<file path="src/rtl/refresh_pkg.sv">
package refresh_pkg;

   // Command bus seen by the memory: {cs_n, ras_n, cas_n, we_n, a10}
   typedef struct packed {
      logic cs_n;
      logic ras_n;
      logic cas_n;
      logic we_n;
      logic a10;
   } dram_cmd_t;

   localparam dram_cmd_t CMD_NOP    = 5'b01110;
   localparam dram_cmd_t CMD_PREALL = 5'b00101;
   localparam dram_cmd_t CMD_AREF   = 5'b00010;

   typedef enum logic [2:0] {
      SQ_IDLE,
      SQ_SETUP,
      SQ_WAIT_RP,
      SQ_REFRESH,
      SQ_WAIT_RFC
   } seq_state_t;

endpackage

</file>
<file path="src/rtl/rfs_interval_timer.sv">
module rfs_interval_timer #(
   parameter int unsigned T_REFI = 3120
) (
   input  logic clk,
   input  logic rst_n,
   output logic tick
);
   localparam int unsigned TW = (T_REFI > 1) ? $clog2(T_REFI) : 1;
   localparam logic [TW-1:0] RELOAD = TW'(T_REFI - 1);

   logic [TW-1:0] remain;

   always_ff @(posedge clk) begin
      if (!rst_n) begin
         remain <= RELOAD;
      end else if (remain == '0) begin
         remain <= RELOAD;
      end else begin
         remain <= remain - 1'b1;
      end
   end

   assign tick = (remain == '0);

endmodule

</file>
<file path="src/rtl/rfs_owed_counter.sv">
module rfs_owed_counter #(
   parameter int unsigned MAX_OWED = 8
) (
   input  logic clk,
   input  logic rst_n,
   input  logic add_one,
   input  logic pay_one,
   output logic pending,
   output logic full
);
   localparam int unsigned OW = $clog2(MAX_OWED + 1);
   localparam logic [OW-1:0] LIMIT = OW'(MAX_OWED);

   logic [OW-1:0] owed;

   assign pending = (owed != '0);
   assign full    = (owed == LIMIT);

   always_ff @(posedge clk) begin
      if (!rst_n) begin
         owed <= '0;
      end else begin
         unique case ({add_one, pay_one})
            2'b10:   if (!full)   owed <= owed + 1'b1;
            2'b01:   if (pending) owed <= owed - 1'b1;
            default: owed <= owed;
         endcase
      end
   end

endmodule

</file>
<file path="src/rtl/rfs_sequencer.sv">
module rfs_sequencer
   import refresh_pkg::*;
#(
   parameter int unsigned T_RP       = 6,
   parameter int unsigned T_RFC      = 52,
   parameter bit          ALWAYS_PRE = 1'b0
) (
   input  logic      clk,
   input  logic      rst_n,
   input  logic      start,
   input  logic      banks_idle,
   output dram_cmd_t cmd,
   output logic      busy,
   output logic      ref_issue
);
   localparam int unsigned T_MAX = (T_RP > T_RFC) ? T_RP : T_RFC;
   localparam int unsigned CW    = $clog2(T_MAX);
   localparam logic [CW-1:0] RP_LOAD  = CW'(T_RP - 2);
   localparam logic [CW-1:0] RFC_LOAD = CW'(T_RFC - 2);

   seq_state_t    st;
   logic [CW-1:0] wait_cnt;
   logic          need_pre;
   logic          close_rows;

   generate
      if (ALWAYS_PRE) begin : g_pre_always
         assign close_rows = 1'b1;
      end else begin : g_pre_open
         assign close_rows = ~banks_idle;
      end
   endgenerate

   always_ff @(posedge clk) begin
      if (!rst_n) begin
         st       <= SQ_IDLE;
         wait_cnt <= '0;
         need_pre <= 1'b0;
      end else begin
         unique case (st)
            SQ_IDLE: begin
               if (start) begin
                  st       <= SQ_SETUP;
                  need_pre <= close_rows;
               end
            end
            SQ_SETUP: begin
               st       <= SQ_WAIT_RP;
               wait_cnt <= RP_LOAD;
            end
            SQ_WAIT_RP: begin
               if (wait_cnt == '0) st <= SQ_REFRESH;
               else                wait_cnt <= wait_cnt - 1'b1;
            end
            SQ_REFRESH: begin
               st       <= SQ_WAIT_RFC;
               wait_cnt <= RFC_LOAD;
               need_pre <= 1'b0;
            end
            SQ_WAIT_RFC: begin
               if (wait_cnt == '0) st <= SQ_IDLE;
               else                wait_cnt <= wait_cnt - 1'b1;
            end
            default: st <= SQ_IDLE;
         endcase
      end
   end

   always_comb begin
      unique case (st)
         SQ_SETUP:   cmd = need_pre ? CMD_PREALL : CMD_NOP;
         SQ_REFRESH: cmd = CMD_AREF;
         default:    cmd = CMD_NOP;
      endcase
   end

   assign busy      = (st != SQ_IDLE);
   assign ref_issue = (st == SQ_REFRESH);

endmodule

</file>
<file path="src/rtl/refresh_sched.sv">
module refresh_sched
   import refresh_pkg::*;
#(
   parameter int unsigned T_REFI     = 3120,
   parameter int unsigned T_RP       = 6,
   parameter int unsigned T_RFC      = 52,
   parameter int unsigned MAX_OWED   = 8,
   parameter bit          ALWAYS_PRE = 1'b0
) (
   input  logic clk,
   input  logic rst_n,
   input  logic banks_idle,
   input  logic grant,
   output logic req,
   output logic urgent,
   output logic busy,
   output logic dram_cs_n,
   output logic dram_ras_n,
   output logic dram_cas_n,
   output logic dram_we_n,
   output logic dram_a10,
   output logic dram_cke
);
   generate
      if (T_RP < 2) begin : g_bad_rp
         $error("T_RP must be at least 2 cycles");
      end
      if (T_RFC < 2) begin : g_bad_rfc
         $error("T_RFC must be at least 2 cycles");
      end
      if (MAX_OWED < 1) begin : g_bad_owed
         $error("MAX_OWED must be at least 1");
      end
      if (T_REFI <= T_RP + T_RFC + 1) begin : g_bad_refi
         $error("T_REFI must exceed one full refresh sequence");
      end
   endgenerate

   logic      tick;
   logic      pending;
   logic      full;
   logic      start;
   logic      seq_busy;
   logic      ref_issue;
   dram_cmd_t cmd;

   rfs_interval_timer #(
      .T_REFI(T_REFI)
   ) timer_i (
      .clk   (clk),
      .rst_n (rst_n),
      .tick  (tick)
   );

   rfs_owed_counter #(
      .MAX_OWED(MAX_OWED)
   ) owed_i (
      .clk     (clk),
      .rst_n   (rst_n),
      .add_one (tick),
      .pay_one (ref_issue),
      .pending (pending),
      .full    (full)
   );

   rfs_sequencer #(
      .T_RP       (T_RP),
      .T_RFC      (T_RFC),
      .ALWAYS_PRE (ALWAYS_PRE)
   ) seq_i (
      .clk        (clk),
      .rst_n      (rst_n),
      .start      (start),
      .banks_idle (banks_idle),
      .cmd        (cmd),
      .busy       (seq_busy),
      .ref_issue  (ref_issue)
   );

   assign req    = pending & ~seq_busy;
   assign urgent = full & ~seq_busy;
   assign start  = grant & req;
   assign busy   = seq_busy;

   assign dram_cs_n  = cmd.cs_n;
   assign dram_ras_n = cmd.ras_n;
   assign dram_cas_n = cmd.cas_n;
   assign dram_we_n  = cmd.we_n;
   assign dram_a10   = cmd.a10;
   assign dram_cke   = 1'b1;

endmodule

</file>
<file path="config.mk">
export PLATFORM = sky130hd
export DESIGN_NAME = refresh_sched
export DESIGN_NICKNAME = d
export VERILOG_FILES = /design/src/rtl/refresh_pkg.sv /design/src/rtl/rfs_interval_timer.sv /design/src/rtl/rfs_owed_counter.sv /design/src/rtl/rfs_sequencer.sv /design/src/rtl/refresh_sched.sv
export SDC_FILE = /design/constraint.sdc
export NUM_CORES = 1
export LEC_CHECK = 0
export BUFFER_PORTS_ARGS = -buffer_cell sky130_fd_sc_hd__clkbuf_2
export CORE_ASPECT_RATIO = 1.1
export CORE_UTILIZATION = 42
export DETAILED_ROUTE_END_ITERATION = 8
export SYNTH_ARGS = -nofsm -noshare
export SYNTH_HDL_FRONTEND = slang
export SYNTH_SLANG_ARGS = --single-unit
export TNS_END_PERCENT = 1
</file>
<file path="constraint.sdc">
create_clock -name clk -period 4.5 [get_ports clk]
set_clock_uncertainty 0.15 [all_clocks]
set_input_delay 1.35 -clock clk [delete_from_list [all_inputs] [get_ports clk]]
set_output_delay 1.35 -clock clk [all_outputs]
set_load 0.005 [all_outputs]
</file>
==> results.md, run 1 <==
* Run status: finished, final reports clean
* Crit end category: output port
* Starting Density at 0.4479
* RSZ-0062 raised after global routing: no
* Synth Instances at 172
* Hpwl dp at 2.028 mm
* Post-synthesis sequential area ratio at 0.3432
* Post-CTS Setup Bufs at 0
* Non-filler instance count after layout at 225
* P_leak at 0.6652 nW
* Worst vdd ir at 0.1093 mV
* YS warnings at 0
* Cell Pwr Density at 231.5 nW/um2
* Most area-consuming cells after synthesis: dfxtp_1 (34%), nand2_1 (5.7%), mux2i_1 (4.6%), nor2_1 (4.2%), ha_1 (4.1%)
* Max-cap violations at 0
* CP Data Required Time at 3000 ps
* Vias at 1183
* Share of the synthesized area in the top cell type at 0.3432
* Remaining global-route overflow at 0
* N_diodes at 0
* Syn Area/Cell at 8.817 um2
* CTS buffer count at 3
* Reg clk slew, reported paths at 140 ps
* Largest net degree at the start of global routing at 22
* Most common cell in the netlist: dfxtp_1
* Die Height at 65.02 um
* Clk sink count at 26
* Reg area at 520.5 um2
* # rows at 22
* Number of global-route vias before repair at 1123
* DRT Pass-1 Iters at 4
* Fin. Hold Viols at 0
* RePlAce Congestion at 0.8011
* P&R area growth vs syn at 4.373%
* Pre-CTS setup slack at 1675 ps
* CTS root buf: clkbuf_4
* Placed Cells incl. Taps at 221
* Max-slew headroom at 0.5282
* Post-Syn Nets at 181
* DIE AREA at 3855 um2
* Leading area contributor after synthesis: dfxtp_1
* PortBufs at 10
* CTS Hold Buffers Added at 0
* Setup TNS at 0 ps
* Worst setup margin at 1293 ps
* Distinct cells, synth at 56
* Synthesized area at 1516 um2
* Worst slew pin tran at 702.3 ps
* Startpoint Class: register
* Most instantiated cells after synthesis: dfxtp_1 (26), nand2_1 (23), nor2_1 (17)
* Data arrival time of the worst path at 1710 ps
* Initial antenna violation count at 0
* EDFF count, synth at 0
* Antenna viol nets, final at 0
* Maximum clock insertion buffer count at 2
* Fmax at 0.3118 GHz
* DRC viols at 0
* First-pass GRT wire length at 4.692 mm
* Via density at 5.258
* # IOs at 13
* # fillers at 353
* Count of pins over their slew limit at 0
* Yosys reg bits at 26
* Post-layout min period at 3207 ps
* Die width at 59.29 um
* HP Class: register to register
* Synth Flop Type: dfxtp_1
* DR WL/cell at 12.08 um
* Slowest-stage cell, CP: dfxtp_1
* Worst Reg-to-Reg Cells at 10
* Critical Path Max Stage Delay at 550 ps
* Total GRT Usage at 0.1587
* Crit path cell chain: nand2_1 -> nor3b_1 -> inv_1 -> clkbuf_2
* Hold Path Cell Cnt at 1
* Ys async rst share at 0
* Area of the multi-input gates at 889.6 um2
* Fin crit share at 0.7127
* TritonCTS clock tree: built
* CTS H-tree lvls at 1
* Worst-path maximum fanout at 12
* Layout cells sized above 1 at 0.1356
* Cts repair resizes at 0
* Final setup viols at 0
* Nets at 187
* Critical path class: register to output port
* DR iter-0 viols at 43
* Clk Latency, worst-skew pair at 320 ps
* Core footprint at 3386 um2
* Routed WL at 2.718 mm
-- critical path: cells and delay by family, from the launching register on --
kind          cells  cell delay, ps
flops             1             550
simple gates      2             640
buf+inv           2             200
-- cells in the final DEF, fill, tap and decap left out, types with 3 or more instances in the layout --
master and n:
nand3_1 5, ha_1 5, nor2_1 17, clkbuf_4 3, mux2i_1 7, nand2b_1 4, dfxtp_1 26, inv_1 6
nor3_1 4, xor2_1 6, nor3b_1 3, xnor2_1 6, clkbuf_2 10, nand2_1 23
-- where the power goes --
group | total [W] | switching [W] | internal [W] | leakage, nW
Combinational | 0.0000131 | 0.00000832 | 0.00000473 | 0.434
Clock | 0.000119 | 0.0000697 | 0.0000495 | 0.0210
Sequential | 0.000234 | 0.00000169 | 0.000233 | 0.210
-- metal layers --
layer	wire (um)	track usage
met2	1290	0.2865
met5	0	0
met3	65	0.01796
met4	37	0.07143
met1	1325	0.1817
-- through the flow --
stage,total power [W],hold WS [ps],cell area (um2),utilization
finish,0.0003664,271.3,1583,0.4675
global route,0.0003862,300.6,1583,0.4675
CTS,0.0003734,276.7,1583,0.4675
floorplan,0.0002510,220.7,1516,-
detailed placement,0.0002526,244.3,1546,0.4568
global placement,0.0002517,231.9,1546,0.4568
-- registers in the layout, summed over array words and instances, names as in the netlist --
register,cells
owed_i.owed,4
seq_i.need_pre,1
seq_i.st,3
seq_i.wait_cnt,6
timer_i.remain,12
-- cell type report --
| class | count | share of cell area |
|---|---|---|
| inverters | 7 | 0.01660 |
| multi-input cells | 130 | 0.5621 |
| repair buffers | 10 | 0.03162 |
| well taps | 48 | 0.03794 |
| clock buffers | 4 | 0.02292 |
| flip-flops and latches | 26 | 0.3289 |
-- path summary, 6_finish.rpt --
path | startpoint | end | slack [ps]
max | seq_i.st[0] | dram_we_n | 1290
max reg2reg | timer_i.remain[0] | owed_i.owed[2] | 2180
min reg2reg | timer_i.remain[0] | timer_i.remain[0] | 270
min | timer_i.remain[0] | timer_i.remain[0] | 270
-- logic make-up after synthesis --
| kind of cell | Yosys count | synth area share |
|---|---|---|
| flip-flops | 26 | 0.3432 |
| adder cells (fa/ha/maj) | 5 | 0.04125 |
| AND/OR/NAND/NOR | 83 | 0.3168 |
| multiplexers | 8 | 0.05528 |
| XOR/XNOR | 12 | 0.06931 |
| buffers and inverters | 16 | 0.07012 |
| other | 2 | 0.004952 |
| AO/OA/AOI/OAI | 20 | 0.09901 |
(Power assumes the default switching activity.)
==> inputs of run 2 (changes only) <==
==> constraint.sdc (replaced) <==
create_clock -name clk -period 3.28 [get_ports clk]
set_clock_uncertainty 0.15 [all_clocks]
set_input_delay 0.984 -clock clk [delete_from_list [all_inputs] [get_ports clk]]
set_output_delay 0.984 -clock clk [all_outputs]
set_load 0.005 [all_outputs]
==> run 2 against run 1 <==
Effect of this change: cell count unchanged; die area stayed put; combinational power grew 37%; clock power increased by 33%; worst hold slack got worse by 6.6 ps; design area did not move; non-clock buffer count is the same; sequential power rose by 37%; highest routed layer unchanged.
==> results.md, run 2 (synthesis gave the netlist of run 1 again) <==
* Run status: finished, final reports clean (unchanged)
* Fin. Hold Viols at 0 (unchanged)
* Die width at 59.29 um (unchanged)
* Fin crit share at 0.8613
* DIE AREA at 3855 um2 (unchanged)
* Max-slew headroom at 0.5104 (was 0.5282)
* Number of global-route vias before repair at 1144 (was 1123)
* # IOs at 13 (unchanged)
* Worst-path maximum fanout at 12 (unchanged)
* Post-layout min period at 2825 ps
* CP top delay family: simple AND/OR/NAND/NOR gates (unchanged)
* RePlAce Congestion at 0.8007 (was 0.8011)
* Placed inst area at 1546 um2 (unchanged)
* TritonCTS clock tree: built (unchanged)
* P&R area growth vs syn at 4.373% (unchanged)
* Tot Pwr at 0.0004976 W (was 0.0003664 W)
* Largest Register: timer_i.remain (unchanged)
* Critical path class: register to output port (unchanged)
* Setup TNS at 0 ps (unchanged)
* N_diodes at 0 (unchanged)
* Core footprint at 3386 um2 (unchanged)
* Critical Path Max Stage Delay at 550 ps (about the same)
* CTS Hold Buffers Added at 0 (unchanged)
* Non-filler instance count after layout at 225 (unchanged)
* Hpwl dp at 2.023 mm (was 2.028 mm)
* RSZ-0062 raised after global routing: no (unchanged)
* Worst path bufs/invs at 2 (unchanged)
* # fillers at 350 (was 353)
* P_leak at 0.6652 nW (unchanged)
* Post-CTS Setup Bufs at 0 (unchanged)
* Total GRT Usage at 0.1612 (was 0.1587)
* CP Data Required Time at 2150 ps (was 3000 ps)
* R2R Setup Slk at 970 ps (was 2180 ps)
* CTS buffer count at 3 (unchanged)
* Vias at 1185 (was 1183)
* Max-cap violations at 0 (unchanged)
* Nets at 187 (unchanged)
* Maximum clock insertion buffer count at 2 (unchanged)
* # rows at 22 (unchanged)
* Placed Cells incl. Taps at 221 (unchanged)
* Starting Density at 0.4479 (unchanged)
* HP Class: register to register (unchanged)
* DR WL/cell at 12.28 um (was 12.08 um)
* Via density at 5.267 (was 5.258)
* Layout cells sized above 1 at 0.1356 (unchanged)
* Crit path cell chain: nand2_1 -> nor3b_1 -> inv_1 -> clkbuf_2 (unchanged)
* CTS root buf: clkbuf_4 (unchanged)
* Cts repair resizes at 0 (unchanged)
* Reg clk slew, reported paths at 140 ps (about the same)
* Worst slew pin tran at 728.8 ps (was 702.3 ps)
* Largest regs: timer_i.remain x12, seq_i.wait_cnt x6, owed_i.owed x4 (unchanged)
* Max reg flops at 12 (unchanged)
* Slowest-stage cell, CP: dfxtp_1 (unchanged)
* Routed WL at 2.763 mm (was 2.718 mm)
* DRC viols at 0 (unchanged)
* Clk sink count at 26 (unchanged)
* Initial antenna violation count at 0 (unchanged)
* Most common cell after layout, fill and taps aside: dfxtp_1 (unchanged)
* Cell Pwr Density at 314.4 nW/um2 (was 231.5 nW/um2)
* Antenna viol nets, final at 0 (unchanged)
* Final setup viols at 0 (unchanged)
* Clk Latency, worst-skew pair at 310 ps (was 320 ps)
* CTS H-tree lvls at 1 (unchanged)
* Crit end category: output port (unchanged)
* DR iter-0 viols at 84 (was 43)
* First-pass GRT wire length at 4.809 mm (was 4.692 mm)
* Data arrival time of the worst path at 1690 ps (was 1710 ps)
* Largest net degree at the start of global routing at 22 (unchanged)
* Worst vdd ir at 0.1599 mV (was 0.1093 mV)
* Commonest non-fill, non-tap cells in the layout: dfxtp_1 (26), nand2_1 (23), nor2_1 (17) (unchanged)
* Final Cell Area at 1583 um2 (unchanged)
* DRT Pass-1 Iters at 5 (was 4)
* Startpoint Class: register (unchanged)
* PortBufs at 10 (unchanged)
* Count of pins over their slew limit at 0 (unchanged)
* Fmax at 0.3540 GHz
* Die Height at 65.02 um (unchanged)
* Remaining global-route overflow at 0 (unchanged)
[run 2: cell counts in the layout (fill, tap and decap cells not counted)]
Identical to the previous run, type by type.
[run 2: worst reg2reg max path: stages, from the launching register on]
cell and delay (ps):
dfxtp_1 340, inv_1 80, ha_1 150, nor3b_1 260
nand4b_2 280, nand2_1 160, xnor2_1 70, ha_1 210
nor4_1 250, mux2i_1 130, mux2i_1 130
[run 2: final timing paths]
| path | start | endpoint | depth (start not counted) |
|---|---|---|---|
| max | seq_i.st[0] | dram_we_n | 4 |
| min | timer_i.remain[0] | timer_i.remain[0] | 1 |
| max reg2reg | timer_i.remain[0] | owed_i.owed[2] | 10 |
| min reg2reg | timer_i.remain[0] | timer_i.remain[0] | 1 |
[run 2: metal layers]
metal / vias to the layer above / track usage / part of all wire
li1: 606 / - / -
met4: 0 / 0.06845 / 0.019
met1: 546 / 0.1956 / 0.48
met2: 28 / 0.2725 / 0.47
met5: - / 0 / 0
met3: 5 / 0.02994 / 0.038
[run 2: final cells by class]
cell class / count / area, um2 / area share
timing repair buffer: 10 / 50.05 / 0.03162
tap: 48 / 60.06 / 0.03794
inverter: 7 / 26.28 / 0.01660
multi-input combinational: 130 / 889.6 / 0.5621
sequential: 26 / 520.5 / 0.3289
clock buffer: 4 / 36.28 / 0.02292
[run 2: metrics by stage]
step                utilization  setup WS (ps)  hold WS, ps
floorplan                     -           1105        220.7
global placement         0.4568          909.8        231.8
detailed placement       0.4568          823.3        236.1
CTS                      0.4675          443.6        268.0
global route             0.4675          252.5        285.6
finish                   0.4675          455.0        264.7
[run 2: power by group]
group	internal (W)	switching, W
sequential	0.000319	0.00000225
clock	0.0000678	0.0000906
combinational	0.00000650	0.0000115
total	0.000393	0.000104
==> inputs of run 3 (changes only) <==
--- a/config.mk
+++ b/config.mk
@@ -6,9 +6,12 @@
 export NUM_CORES = 1
 export LEC_CHECK = 0
 export BUFFER_PORTS_ARGS = -buffer_cell sky130_fd_sc_hd__clkbuf_2
+export CELL_PAD_IN_SITES_DETAIL_PLACEMENT = 0
+export CELL_PAD_IN_SITES_GLOBAL_PLACEMENT = 1
 export CORE_ASPECT_RATIO = 1.1
 export CORE_UTILIZATION = 42
 export DETAILED_ROUTE_END_ITERATION = 8
+export PLACE_DENSITY_LB_ADDON = 0.1
 export SYNTH_ARGS = -nofsm -noshare
 export SYNTH_HDL_FRONTEND = slang
 export SYNTH_SLANG_ARGS = --single-unit
==> run 3 against run 2 <==
Effect of this change: count of clock-buffer cells in the layout down 1; sequential share of layout area down 0.33 points; worst hold slack better by 4.2 ps; combinational power down 3%; critical path depth unchanged; flip-flop and latch count unchanged; design area up 1.0%; maximum frequency down 1.3%; wire length up 1.8%; non-clock buffer count unchanged; largest cell class unchanged.
==> results.md, run 3 (synthesis gave the netlist of run 1 again) <==
* Switching component of the power at 0.0001120 W (was 0.0001044 W)
* Comb pwr share at 0.031 (was 0.036)
* HP Class: register to register (unchanged)
* Cell-internal power at 0.0004489 W (was 0.0003932 W)
* P_leak at 0.6722 nW (was 0.6652 nW)
* Largest Register: timer_i.remain (unchanged)
* CP Data Required Time at 2150 ps (about the same)
* Total GRT Usage at 0.1607 (was 0.1612)
* Crit end category: output port (unchanged)
* Most common cell after layout, fill and taps aside: dfxtp_1 (unchanged)
* Hpwl dp at 2.048 mm (was 2.023 mm)
* Fmax at 0.3495 GHz (was 0.3540 GHz)
* Count of pins over their slew limit at 0 (unchanged)
* Antenna viol nets, final at 0 (unchanged)
* Vias at 1176 (was 1185)
* Data arrival time of the worst path at 1730 ps (was 1690 ps)
* DR WL/cell at 12.51 um (was 12.28 um)
* Cell Pwr Density at 350.8 nW/um2 (was 314.4 nW/um2)
* Minimum hold slack at 268.9 ps (was 264.7 ps)
* N_diodes at 0 (unchanged)
* Post-layout min period at 2862 ps (was 2825 ps)
* DRT Pass-1 Iters at 4 (was 5)
* Remaining global-route overflow at 0 (unchanged)
* Clk Latency, worst-skew pair at 320 ps (was 310 ps)
* Clk sink count at 26 (unchanged)
* Crit path cell chain: nand2_1 -> nor3b_1 -> nor2_1 -> clkbuf_2 (was nand2_1 -> nor3b_1 -> inv_1 -> clkbuf_2)
* RePlAce Congestion at 0.9112 (was 0.8007)
* Core footprint at 3386 um2 (unchanged)
* Sw frac at 0.1997 (was 0.2098)
* TritonCTS clock tree: built (unchanged)
* Post-CTS Setup Bufs at 0 (unchanged)
* Critical path class: register to output port (unchanged)
* Clock power frac at 0.396 (was 0.318)
* Cts repair resizes at 0 (unchanged)
* Commonest non-fill, non-tap cells in the layout: dfxtp_1 (26), nand2_1 (23), nor2_1 (17) (unchanged)
* Layout cells sized above 1 at 0.1356 (unchanged)
* Max-slew headroom at 0.5091 (was 0.5104)
* Reg clk slew, reported paths at 150 ps (was 140 ps)
* Setup TNS at 0 ps (unchanged)
* Fin crit share at 0.8724 (was 0.8613)
* CTS root buf: clkbuf_4 (unchanged)
* RSZ-0062 raised after global routing: no (unchanged)
* Fin. Hold Viols at 0 (unchanged)
* # IOs at 13 (unchanged)
* Starting Density at 0.4479 (unchanged)
* Largest net degree at the start of global routing at 22 (unchanged)
* CTS buffer count at 3 (unchanged)
* Max-cap violations at 0 (unchanged)
* Die Height at 65.02 um (unchanged)
* Startpoint Class: register (unchanged)
* Critical Path Max Stage Delay at 560 ps (was 550 ps)
* Die width at 59.29 um (unchanged)
* Max reg flops at 12 (unchanged)
* # rows at 22 (unchanged)
* Sequential fraction of design power at 0.573 (was 0.646)
* PortBufs at 10 (unchanged)
* Via density at 5.227 (was 5.267)
* DRC viols at 0 (unchanged)
* CTS H-tree lvls at 1 (unchanged)
* First-pass GRT wire length at 4.726 mm (was 4.809 mm)
* Number of global-route vias before repair at 1063 (was 1144)
* Largest regs: timer_i.remain x12, seq_i.wait_cnt x6, owed_i.owed x4 (unchanged)
* CTS Hold Buffers Added at 0 (unchanged)
* DIE AREA at 3855 um2 (unchanged)
* Maximum clock insertion buffer count at 2 (unchanged)
* P&R area growth vs syn at 5.445% (was 4.373%)
* Initial antenna violation count at 0 (unchanged)
* DR iter-0 viols at 48 (was 84)
* Worst slew pin tran at 730.7 ps (was 728.8 ps)
* Routed WL at 2.814 mm (was 2.763 mm)
* Worst vdd ir at 0.1526 mV (was 0.1599 mV)
* Final setup viols at 0 (unchanged)
* Slowest-stage cell, CP: dfxtp_1 (unchanged)
* Worst-path maximum fanout at 12 (unchanged)
* Nets at 187 (unchanged)
* Run status: finished, final reports clean (unchanged)
[run 3: cell types whose count changed in the layout (fill, tap and decap cells not counted), sizes merged]
cell / delta
bufinv: +1
clkbuf: -1
[run 3: path summary, 6_finish.rpt]
path	slack (ps)	startpoint	end	cells past startpoint
max	420	seq_i.st[0]	dram_ras_n	4
min	270	timer_i.remain[0]	timer_i.remain[0]	1
max reg2reg	960	timer_i.remain[0]	owed_i.owed[2]	10
min reg2reg	270	timer_i.remain[0]	timer_i.remain[0]	1
[run 3: power by group through the flow]
stage	logic, W	registers [W]	clock network, W
after floorplan	0.0000165	0.000328	0
after global placement	0.0000172	0.000328	0
after detailed placement	0.0000176	0.000328	0
after CTS	0.0000177	0.000322	0.000230
after global routing	0.0000207	0.000322	0.000243
final	0.0000174	0.000321	0.000222
[run 3: metal layers]
metal  global-route usage  vias to the layer above  part of all wire  routed length (um)
li1                     -                      608                 -                   -
met1               0.2123                      538              0.49                1376
met2               0.2444                       28              0.45                1265
met3              0.03194                        2             0.055                 154
met4              0.08036                        0            0.0060                  17
met5                    0                        -                 0                   0
[run 3: cell type report]
type,instances,area [um2]
Fill cell,353,1787
Multi-Input combinational cell,130,889.6
Sequential cell,26,520.5
Tap cell,48,60.06
Timing Repair Buffer,10,50.05
Clock inverter,1,30.03
Inverter,7,26.28
Clock buffer,3,22.52
[run 3: per-stage QoR]
stage               std cells    util  instance area, um2  setup slack (ps)  total power (W)
floorplan                 172       -                1516              1105        0.0003443
global placement          221  0.4568                1546             897.1        0.0003454
detailed placement        221  0.4568                1546             812.1        0.0003460
CTS                       225  0.4723                1599             419.6        0.0005693
global route              225  0.4723                1599             259.8        0.0005860
finish                    225  0.4723                1599             418.5        0.0005609
[run 3: critical path, delay by kind of cell (launching register included)]
| family | cells | cell delay, ps |
|---|---|---|
| flip-flops | 1 | 560 |
| AND/OR/NAND/NOR | 3 | 730 |
| buffers and inverters | 1 | 120 |
